==> src/rtl/tmr_clk_front.sv <==
module tmr_clk_front #(
  parameter int NUM_TMR  = 8,
  parameter bit HAS_OS   = 1'b1,
  parameter int DW       = 32,
  parameter int AW       = 6,
  parameter int MAX_CODE = 5
) (
  input  logic          clk_i,
  input  logic          rst_n,
  input  logic          wr_en_i,
  input  logic          rd_en_i,
  input  logic [AW-1:0] addr_i,
  input  logic [DW-1:0] wdata_i,
  output logic [DW-1:0] rdata_o,
  input  logic [2:0]    src_stb_i,
  output logic [16:0]   tick_o
);
  localparam int NPOS   = 17;
  localparam int OS_POS = 15;
  localparam int WD_POS = 16;
  localparam int CW     = 2 * MAX_CODE;
  localparam int A_SET  = 0;
  localparam int A_CLR  = 1;
  localparam int A_STAT = 2;
  localparam int A_CTRL = 32;

  function automatic logic [NPOS-1:0] f_present();
    logic [NPOS-1:0] m;
    m = '0;
    for (int k = 0; k < NUM_TMR; k++) m[k] = 1'b1;
    m[OS_POS] = HAS_OS;
    m[WD_POS] = 1'b1;
    return m;
  endfunction

  localparam logic [NPOS-1:0] PRESENT = f_present();

  logic [NPOS-1:0] stop_q, stop_nxt, wmask;
  logic [5:0]      ctrl_all [NPOS];
  logic [DW-1:0]   rd_val, rdata_q;
  logic            unused_hi;

  assign wmask     = wdata_i[NPOS-1:0] & PRESENT;
  assign unused_hi = ^wdata_i[DW-1:NPOS];

  always_comb begin
    stop_nxt = stop_q;
    if (wr_en_i && addr_i == AW'(A_SET))      stop_nxt = stop_q | wmask;
    else if (wr_en_i && addr_i == AW'(A_CLR)) stop_nxt = stop_q & ~wmask;
  end

  always_ff @(posedge clk_i) begin
    if (!rst_n) stop_q <= PRESENT;
    else        stop_q <= stop_nxt;
  end

  for (genvar p = 0; p < NPOS; p++) begin : g_ch
    if (PRESENT[p]) begin : g_on
      logic [5:0]    ctrl_q;
      logic [CW-1:0] cnt_q, lim;
      logic [2:0]    code;
      logic          wr_c, hit, restart;

      assign wr_c    = wr_en_i && (addr_i == AW'(A_CTRL + p)) && !stop_q[p];
      assign restart = wr_c || (stop_nxt[p] != stop_q[p]) || stop_q[p];
      assign code    = (ctrl_q[5:3] > 3'(MAX_CODE)) ? 3'(MAX_CODE) : ctrl_q[5:3];
      assign lim     = ~({CW{1'b1}} << (2 * code));
      assign hit     = !stop_q[p] && (ctrl_q[0] ? src_stb_i[0] :
                                      ctrl_q[1] ? src_stb_i[1] :
                                      (ctrl_q[2] && src_stb_i[2]));

      always_ff @(posedge clk_i) begin
        if (!rst_n)    ctrl_q <= '0;
        else if (wr_c) ctrl_q <= wdata_i[5:0];
      end

      always_ff @(posedge clk_i) begin
        if (!rst_n || restart) cnt_q <= '0;
        else if (hit)          cnt_q <= (cnt_q == lim) ? '0 : cnt_q + 1'b1;
      end

      assign tick_o[p]   = hit && (cnt_q == lim);
      assign ctrl_all[p] = ctrl_q;
    end else begin : g_off
      assign tick_o[p]   = 1'b0;
      assign ctrl_all[p] = '0;
    end
  end

  always_comb begin
    rd_val = '0;
    if (addr_i == AW'(A_STAT)) rd_val = DW'(stop_q);
    for (int k = 0; k < NPOS; k++)
      if (addr_i == AW'(A_CTRL + k)) rd_val = DW'(ctrl_all[k]);
  end

  always_ff @(posedge clk_i) begin
    if (!rst_n)       rdata_q <= '0;
    else if (rd_en_i) rdata_q <= rd_val;
    else              rdata_q <= '0;
  end

  assign rdata_o = rdata_q;
endmodule


==> config.mk <==
export PLATFORM = sky130hd
export DESIGN_NAME = tmr_clk_front
export DESIGN_NICKNAME = d
export VERILOG_FILES = /design/src/rtl/tmr_clk_front.sv
export SDC_FILE = /design/constraint.sdc
export NUM_CORES = 1
export LEC_CHECK = 0
export BUFFER_PORTS_ARGS = -buffer_cell sky130_fd_sc_hd__buf_2
export CORE_UTILIZATION = 35
export CTS_BUF_LIST = sky130_fd_sc_hd__clkbuf_16
export DETAILED_ROUTE_END_ITERATION = 7
export GPL_TIMING_DRIVEN = 0
export PLACE_DENSITY = 0.62
export SLEW_MARGIN = 20
export SYNTH_ARGS = -nofsm -noshare
export SYNTH_HDL_FRONTEND = slang
export SYNTH_SLANG_ARGS = --single-unit
==> constraint.sdc <==
create_clock -name clk_i -period 1.8 [get_ports clk_i]
set_input_delay 0.09 -clock clk_i [delete_from_list [all_inputs] [get_ports clk_i]]
set_output_delay 0.09 -clock clk_i [all_outputs]
set_load 0.1 [all_outputs]
==> metrics.md, run 1 <==
| Metric | Value |
|---|---|
| Ys flop type | `dfxtp_1` |
| Met1 Use GR | `a little over a quarter` |
| DRC Markers | `0` |
| Failing checks | `setup timing` |
| Skew-Pair Late Insertion Delay | `between 400 and 500 ps` |
| Routed wire length | `between 20 and 30 mm` |
| Synth Instances | `1170` |
| Largest net degree at the start of global routing | `17` |
| Synth Cell Area | `9910 um2` |
| Number of synthesized flops with an enable pin | `0` |
| Tot GR Track Use | `19.5%` |
| Core Region | `~28000 um2` |
| Worst Path Arrival | `2180 ps` |
| Hold WS | `113 ps` |
| Clock Skew | `just over 10 ps` |
| Max Freq | `about 440 MHz` |
| Synth Warn # | `0` |
| HPWL reported at the end of detailed placement | `about 19 mm` |
| Actual slew at the worst max-slew pin | `839 ps` |
| CP Launch Point | `g_ch[1].g_on.cnt_q[3]` |
| VDD IR max | `between 600 and 700 uV` |
| Critical path launch point type | `register` |
| Inserted Clock Buffers | `17` |
| Sequential element share of the synthesized area | `a little over a third` |
| Post-synth top cells | `nor2_1, dfxtp_1, xor2_1` |
| Most common cell in the netlist | `nor2_1` |
| Post-Place Worst Slack | `-501 ps` |
| CP required | `~1700 ps` |
| Setup Viol. Count Final | `28` |
| Post-Syn Area per Cell | `8.47 um2` |
| Gr ovfl total | `0` |
| RSZ-0062 raised after global routing | `yes` |
| Vias per cell | `5.28` |
| Met2 global-route usage | `about a third` |
| Outcome | `finished with violations` |
| Clk Tree Root Cell | `clkbuf_16` |
| Sequential cell area | `3680 um2` |
| Detailed Routing Iterations Pass 1 | `6` |
| Critical path's slowest cell | `or3_4` |
| Top post-synthesis cells by area | `dfxtp_1, nor2_1, mux2i_1` |
| Clk slew on worst S/H paths | `70 ps` |
| Fill count | `2705` |
| Final Hold Viols | `0` |
| CP cell instances | `or3_4 > a2111oi_4 > o22ai_1 > and4b_4 > buf_12` |
| Final Net Count | `between 1000 and 1500` |
| Vias | `around 9000` |
| Hold crit path type | `input port to register` |
| H-tree depth | `4` |
| Share of flip-flops with an asynchronous set or reset | `0%` |
| Worst Reg2Reg Path Length in Cells | `6` |
| IO Count | `94` |
| Critical path class | `register to primary output` |
| Crit path capture | `tick_o[1]` |
| # rows | `61` |
| Yosys top cell area share | `36.4%` |
| Gr busiest metal | `met2` |
| Initial antenna violation count | `0` |
| Die H | `between 150 and 200 um` |
| PortBufs | `38` |
| Clock sink count | `180` |
| Slew margin rel. | `42.6%` |
| Ratio of cells with drive above 1 in the final layout | `around 25%` |
| TritonCTS clock tree | `built` |
| Setup WS post-layout | `-467 ps` |
| Unique masters post-synth | `87` |
| FF-to-FF Start | `g_ch[0].g_on.cnt_q[3]` |
| Minimum clock period | `about 2300 ps` |
| Clk buf depth | `2` |
| DIE WIDTH | `between 150 and 200 um` |
| Full die area | `roughly 29000 um2` |
| Vias in the first global route | `about 8400` |
| Final-report max-slew violation count | `0` |
| Routability cong. | `0.952` |
| Crit-path max FO | `2` |
| CP peak stage delay | `390 ps` |
| Global-route wire length before repair | `around 44 mm` |
| Setup crit end kind | `primary output` |
| WL per Instance | `approximately 16 um` |
| R2R setup slack | `-80 ps` |
| Final period utilization | `126%` |
| Met3 GRT Util | `under 10%` |
| LEAKAGE | `approximately 4.7 nW` |
| Critical R2R Capture | `g_ch[0].g_on.cnt_q[1]` |
| Post-DRT Antenna Nets | `0` |
| Initial Util | `approximately 36%` |
| Synth-to-Final Area Change | `27.4%` |
| Flops & latches, synth | `180` |
| Area of the multi-input gates | `about 6600 um2` |
| Top cell type by total area after synthesis | `dfxtp_1` |
| Pwr/cell area | `between 600 and 700 nW/um2` |
| Initial drt markers | `between 500 and 600` |
| N_diodes | `0` |
| Max Cap Viol | `0` |
[logic make-up after synthesis]
group | after synthesis | share of synthesized area [%]
AOI/OAI and AO/OA | 184 | 13.5
buffers and inverters | 96 | 5.04
xor gates and xnor gates | 88 | 7.78
DFF | 180 | 36.4
adders and majority gates | 10 | 1.26
other | 1 | 0.0378
and+or+nand+nor | 532 | 27.9
muxes | 79 | 8.09
[state kept, by name, indices dropped and copies added (netlist names)]
| register | flops |
|---|---|
| g_ch.g_on.cnt_q | 100 |
| g_ch.g_on.ctrl_q | 60 |
| stop_q | 10 |
| rdata_o | 10 |
[critical path: cells and delay by family (launching register included)]
family                 cells  cell delay (ps)
AO/OA/AOI/OAI              2              470
buffers and inverters      1              170
flip-flops                 1              350
AND/OR/NAND/NOR            2              750
[metal layers]
metal | share of wire [%] | vias to the layer above | routed length, um
met5 | 0 | - | 0
li1 | - | 4447 | -
met3 | 4.4 | 41 | 1240
met4 | 2.1 | 0 | 575
met1 | 47 | 4271 | 13100
met2 | 46 | 224 | 13000
[worst min-delay path by stage]
stage	start	end	cells after the start
after floorplan	rst_n	stop_q[15]	1
after global placement	rst_n	stop_q[15]	2
after detailed placement	rst_n	stop_q[15]	2
after CTS	wdata_i[15]	g_ch[15].g_on.cnt_q[1]	3
after global routing	wdata_i[15]	g_ch[15].g_on.cnt_q[0]	3
final	wdata_i[15]	g_ch[15].g_on.cnt_q[0]	3
[stage by stage]
step	power, mW	area [um2]	setup TNS (ps)	instances	util [%]
2_1_floorplan	4.57	10200	-1830	1198	-
3_3_place_gp	4.71	10900	-51570	1614	39.2
3_5_place_dp	4.70	10900	-53920	1614	39.2
4_1_cts	8.46	12300	-4740	1688	44.3
5_1_grt	8.66	12600	-6190	1700	45.4
6_report	8.36	12600	-3590	1700	45.4
[final cells by class]
class                   instances  share of cell area, %
multi-input cells             924                   52.0
repair buffers                 98                   6.41
clock inverters                15                   1.23
clock buffers                  17                   3.37
inverters                       7                  0.208
well taps                     378                   3.75
plain buffers                  81                   3.86
flip-flops and latches        180                   29.2
[what timing repair did]
item	4_1_cts	5_1_grt
pin swaps	33	38
resized for setup	137	55
setup buffers	36	16
endpoints found under the hold margin	10	0
endpoints found under the setup margin	102	134
hold buffers	11	0
cloned	2	0
[report_power, final]
group          leakage [nW]  internal (mW)  switching [mW]  total [mW]
clock                 0.282           2.05            1.67        3.73
sequential             1.48           3.97         0.00431        3.97
combinational          2.95          0.144           0.522       0.665
total                  4.70           6.16            2.20        8.36
[layout by cell type (no fill, tap or decap), drive strengths merged, types with 7 or more instances in the layout]
master and n:
or3 8, mux2i 70, inv 11, nor3b 15, nand3b 13, nor3 26
nand2b 12, clkinv 7, xnor2 14, o31ai 7, nand4 38, a221o 9
dlygate4sd3 11, a21oi 35, nand2 53, nand3 50, nor4 8, or4 8
a2111oi 10, clkbuf 52, conb 29, ha 10, o22ai 10, and4 10
nor2b 9, buf 133, xor2 74, nor2 208, and2 31, a221oi 12
dfxtp 180, and3 23, mux2 9, o21ai 40, a211oi 7
Power figures use the tool's default switching activity.
==> inputs of run 2 (changes only) <==
Clock period 1.8 ns to 2 ns, I/O delays scaled along.
==> run 2 against run 1 <==
Compared with the run above: the flow still finishes with violations (setup timing); clock power decreased by 5%; global-route usage decreased by 0.28 points; flip-flop and latch count unchanged; via count decreased by 0.18%; register-to-register slack improved by 100 ps; cell count decreased by 0.53%; critical path depth unchanged; total power decreased by 7.9%; hold slack got worse by 83 ps; clock skew decreased by 3.0 ps; wire length decreased by 1.1%.
==> metrics.md, run 2 (synthesized netlist as in run 1, its figures left out) <==
| Metric | Value |
|---|---|
| Outcome | `finished with violations` |
| Failing checks | `setup timing` |
| Initial antenna violation count | `0` |
| # rows | `61` |
| Post-Route Setup TNS | `-1110 ps` |
| Final Util | `44.7%` |
| Slew margin rel. | `~34%` |
| Vias | `about 9000` |
| Ratio of cells with drive above 1 in the final layout | `between 20% and 30%` |
| Initial Util | `a little over a third` |
| Synth-to-Final Area Change | `25.5%` |
| Skew-Pair Late Insertion Delay | `between 400 and 500 ps` |
| Detailed Routing Iterations Pass 1 | `4` |
| Routed wire length | `27.6 mm` |
| Inserted Clock Buffers | `17` |
| CP required | `1900 ps` |
| Vias in the first global route | `8311` |
| Setup crit end kind | `primary output` |
| Routability cong. | `about 0.94` |
| Largest net degree at the start of global routing | `17` |
| Final-report max-slew violation count | `0` |
| VDD IR max | `~580 uV` |
| Clock Skew | `just over 7 ps` |
| Core Region | `27800 um2` |
| Gr ovfl total | `0` |
| Final period utilization | `112%` |
| DIE WIDTH | `between 150 and 200 um` |
| Initial drt markers | `630` |
| Max Freq | `between 400 and 500 MHz` |
| Largest register by flop count | `g_ch.g_on.cnt_q` |
| Post-DRT Antenna Nets | `0` |
| Clock sink count | `180` |
| H-tree depth | `4` |
| Minimum clock period | `roughly 2200 ps` |
| Post-Place Worst Slack | `-362 ps` |
| DRC Markers | `0` |
| Registers with the most flip-flops | `g_ch.g_on.cnt_q (100), g_ch.g_on.ctrl_q (60)` |
| Tot GR Track Use | `roughly a fifth` |
| Setup WS post-layout | `-238 ps` |
| IO Count | `94` |
| WL per Instance | `around 16 um` |
| HPWL reported at the end of detailed placement | `roughly 19 mm` |
| Crit-path max FO | `3` |
| PortBufs | `38` |
| Actual slew at the worst max-slew pin | `about 990 ps` |
| Hold depth | `3` |
| Max Cap Viol | `0` |
| Pwr/cell area | `620 nW/um2` |
| RSZ-0062 raised after global routing | `yes` |
| Setup Viol. Count Final | `9` |
| Full die area | `~29000 um2` |
| Final Net Count | `1355` |
| Critical path class | `register to primary output` |
| Worst Path Arrival | `around 2100 ps` |
| N_diodes | `0` |
| Clk Tree Root Cell | `clkbuf_16` |
| Most frequent cells in the layout | `nor2_1, dfxtp_1, buf_4` |
| Clk buf depth | `2` |
| Most common cell after layout, fill and taps aside | `nor2_1` |
| LEAKAGE | `about 4.7 nW` |
| TritonCTS clock tree | `built` |
| Final Hold Viols | `0` |
| Global-route wire length before repair | `about 44 mm` |
| Clk slew on worst S/H paths | `about 70 ps` |
| Die H | `between 150 and 200 um` |
| Worst Reg2Reg Path Length in Cells | `6` |
| Hold crit path type | `input port to register` |
| Max reg flops | `100` |
| Critical path launch point type | `register` |
| Vias per cell | `approximately 5.3` |
[run 2: cell types whose count changed in the layout (fill, tap and decap cells not counted), sizes merged, moves of 2 or more]
cell    before  now
clkinv       7    4
buf        133  129
inv         11   14
o21ai       40   38
clkbuf      52   49
[run 2: path summary, 6_finish.rpt]
check                        startpoint               endpoint  slack, ps
hold / removal                    rst_n             stop_q[16]         30
setup reg to reg  g_ch[5].g_on.cnt_q[6]  g_ch[5].g_on.cnt_q[9]         20
hold reg to reg   g_ch[7].g_on.cnt_q[1]  g_ch[7].g_on.cnt_q[1]        490
setup / recovery  g_ch[5].g_on.cnt_q[6]              tick_o[5]       -240
[run 2: per-stage QoR]
stage	total power, mW	std cells	hold slack (ps)	instance area, um2
2_1_floorplan	4.11	1198	176	10200
3_3_place_gp	4.24	1614	364	10800
3_5_place_dp	4.24	1614	368	10800
4_1_cts	7.75	1683	8.61	12200
5_1_grt	7.94	1691	38.7	12400
6_report	7.70	1691	29.6	12400
[run 2: final cells by class]
class,count,area (um2)
repair buffers,93,746
flip-flops and latches,180,3680
clock buffers,17,425
plain buffers,79,464
clock inverters,15,176
multi-input cells,922,6440
fillers,2756,15400
well taps,378,473
inverters,7,26.3
[run 2: where the power goes]
group | internal [mW] | switching (mW) | total (mW)
combinational | 0.126 | 0.472 | 0.597
clock | 1.98 | 1.55 | 3.53
sequential | 3.57 | 0.00360 | 3.57
total | 5.68 | 2.03 | 7.70
[run 2: timing repair]
action	4_1_cts	5_1_grt
endpoints found under the hold margin	10	0
resized for setup	123	42
pin swaps	28	32
setup endpoints to repair	59	60
buffers inserted	32	12
hold buffers	11	0
[run 2: critical path, stage by stage (launching register included)]
cell	delay, ps
dfxtp_4	350
or4_4	520
nor3_4	210
nor2_2	70
nor4b_4	280
buf_6	260
[run 2: layer usage]
layer	track usage, %	part of all wire (%)	up-vias	wire length, um
li1	-	-	4416	-
met1	25.2	46	4294	12800
met2	32.0	47	221	13000
met3	3.53	5.0	36	1370
met4	5.72	1.7	0	473
met5	0	0	-	0
==> inputs of run 3 (changes only) <==
Settings changed: PLACE_DENSITY 0.62 to unset.
==> run 3 against run 2 <==
Compared with the run above: the flow still finishes with violations (setup timing); worst setup slack worse by 1.2 ps; largest cell class unchanged; via count fell by 1.2%; highest routed layer unchanged; wire length down 1.6%; clock power is essentially flat.
==> metrics.md, run 3 (synthesized netlist as in run 1, its figures left out) <==
| Metric | Value |
|---|---|
| Clock Skew | `13.9 ps` |
| Critical path's slowest cell | `or3_4` |
| H-tree depth | `4` |
| FF-to-FF Start | `g_ch[15].g_on.ctrl_q[3]` |
| Setup Viol. Count Final | `9` |
| Final Net Count | `between 1000 and 1500` |
| Final-report max-slew violation count | `0` |
| WL per Instance | `between 15 and 20 um` |
| Pint | `about 5.7 mW` |
| Reg power frac | `46.5%` |
| Routed wire length | `between 20 and 30 mm` |
| Post-Route Setup TNS | `-1080 ps` |
| Outcome | `finished with violations` |
| Hold_sp | `rst_n` |
| Die H | `170 um` |
| Clk Tree Root Cell | `clkbuf_16` |
| Sw power | `2.02 mW` |
| # rows | `just over 60` |
| Clk slew on worst S/H paths | `around 70 ps` |
| Setup crit end kind | `primary output` |
| Hold depth | `3` |
| Sequential cell area | `roughly 3700 um2` |
| Largest register by flop count | `g_ch.g_on.cnt_q` |
| Vias | `around 8900` |
| LEAKAGE | `approximately 4.6 nW` |
| CP cell instances | `or3_4 > a2111oi_4 > nor2_2 > nor4b_4 > buf_6` |
| Initial Util | `35.7%` |
| Core Region | `approximately 28000 um2` |
| Worst Reg2Reg Path Length in Cells | `7` |
| Hold WS | `24.2 ps` |
| Ratio of cells with drive above 1 in the final layout | `22.2%` |
| Pwr/cell area | `between 600 and 700 nW/um2` |
| Critical path launch point type | `register` |
| Synth-to-Final Area Change | `24.7%` |
| Final period utilization | `112%` |
| Area of the multi-input gates | `roughly 6500 um2` |
| Clk buf depth | `2` |
| DIE WIDTH | `around 170 um` |
| DRC Markers | `0` |
| Top metal layer carrying routed signals | `met4` |
| Tot GR Track Use | `~19%` |
| IO Count | `between 90 and 100` |
| Slew margin rel. | `about 38%` |
| Final std cells w/o fill | `around 1700` |
| Initial drt markers | `between 600 and 700` |
| Initial antenna violation count | `0` |
| Fill count | `around 2800` |
| Final Hold Viols | `0` |
| Largest net degree at the start of global routing | `17` |
| Worst Path Arrival | `2140 ps` |
| Tot Pwr | `between 7 and 8 mW` |
| Routability cong. | `between 0.9 and 1` |
| N_diodes | `0` |
| Full die area | `29000 um2` |
| Inserted Clock Buffers | `17` |
| Dpl cell area | `10800 um2` |
| Max reg flops | `100` |
| Clock sink count | `180` |
| Skew-Pair Late Insertion Delay | `450 ps` |
| Detailed Routing Iterations Pass 1 | `7` |
| Global-route wire length before repair | `44.0 mm` |
| Most frequent cells in the layout | `nor2_1, dfxtp_1, xor2_1` |
| Hold crit path type | `input port to register` |
| TritonCTS clock tree | `built` |
| Failing checks | `setup timing` |
| Worst hold endpoint | `stop_q[16]` |
| Logic pwr share | `under 10%` |
| Vias in the first global route | `just over 8000` |
| RSZ-0062 raised after global routing | `yes` |
| Vias per cell | `5.28` |
| Post-DRT Antenna Nets | `0` |
| Clock network power share | `a little under half` |
| CP peak stage delay | `400 ps` |
| WL met1 | `roughly 13 mm` |
| Most common cell after layout, fill and taps aside | `nor2_1` |
| Registers with the most flip-flops | `g_ch.g_on.cnt_q (100), g_ch.g_on.ctrl_q (60)` |
| WL met2 | `around 12 mm` |
| Max Cap Viol | `0` |
| PortBufs | `38` |
| Crit-path max FO | `5` |
| Critical R2R Capture | `g_ch[15].g_on.cnt_q[2]` |
| Placed Cells incl. Taps | `1614` |
| CP required | `between 1500 and 2000 ps` |
| Max Freq | `around 450 MHz` |
| Setup WS post-layout | `-239 ps` |
| Minimum clock period | `roughly 2200 ps` |
| Actual slew at the worst max-slew pin | `around 930 ps` |
| Final instance area | `12400 um2` |
| Switch share | `approximately a quarter` |
| Gr ovfl total | `0` |
| R2R setup slack | `80 ps` |
| HPWL reported at the end of detailed placement | `18.9 mm` |
| VDD IR max | `around 600 uV` |
| WL met3 | `approximately 1.5 mm` |
| Critical path class | `register to primary output` |
[run 3: cell count changes in the layout (fill, tap and decap cells not counted), sizes merged]
cell and delta:
clkinvlp +4, o21ai +1, clkbuf -5, inv -2
clkinv -3, buf -9
[run 3: per-stage QoR]
stage / setup slack, ps / utilization [%]
6_report: -239 / 44.5
5_1_grt: -331 / 44.5
4_1_cts: -263 / 43.8
3_5_place_dp: -333 / 39.0
3_3_place_gp: -289 / 39.0
2_1_floorplan: -299 / -
[run 3: repair_timing]
item / 4_1_cts / 5_1_grt
endpoints found under the setup margin: 68 / 67
gates resized for setup: 130 / 41
hold endpoints to repair: 10 / 0
pin swaps: 27 / 24
gates cloned: 1 / 0
buffers inserted: 27 / 9
hold buffers: 11 / 0
[run 3: per-layer routing]
layer	GRT usage, %	vias up
li1	-	4390
met1	26.0	4196
met2	31.1	232
met3	3.60	38
met4	5.99	0
met5	0	-
[run 3: worst max path at each step]
stage,start,end,slack [ps],cells past startpoint
3_5_place_dp,addr_i[2],g_ch[1].g_on.cnt_q[0],-330,7
5_1_grt,g_ch[0].g_on.cnt_q[3],tick_o[0],-330,5
3_3_place_gp,addr_i[2],g_ch[1].g_on.cnt_q[7],-290,7
2_1_floorplan,g_ch[0].g_on.cnt_q[3],tick_o[0],-300,4
6_report,g_ch[0].g_on.cnt_q[3],tick_o[0],-240,5
4_1_cts,g_ch[0].g_on.cnt_q[3],tick_o[0],-260,5
[run 3: worst max-delay path: cells and delay by family (launching register included)]
kind | cells | cell delay (ps)
AO/OA/AOI/OAI | 1 | 330
buffers and inverters | 1 | 270
flip-flops | 1 | 350
AND/OR/NAND/NOR | 3 | 740
[run 3: final cells by class]
cell class / instances / share of cell area, %
plain buffers: 76 / 3.68
clock buffers: 17 / 3.44
clock inverters: 14 / 1.42
inverters: 7 / 0.213
multi-input cells: 923 / 52.2
flip-flops and latches: 180 / 29.8
well taps: 378 / 3.83
repair buffers: 82 / 5.37
[run 3: power groups by stage]
stage | combinational [mW] | sequential, mW | clock, mW
2_1_floorplan | 0.429 | 3.69 | 0
3_3_place_gp | 0.567 | 3.67 | 0
3_5_place_dp | 0.566 | 3.67 | 0
4_1_cts | 0.587 | 3.57 | 3.57
5_1_grt | 0.621 | 3.57 | 3.72
6_report | 0.599 | 3.57 | 3.51
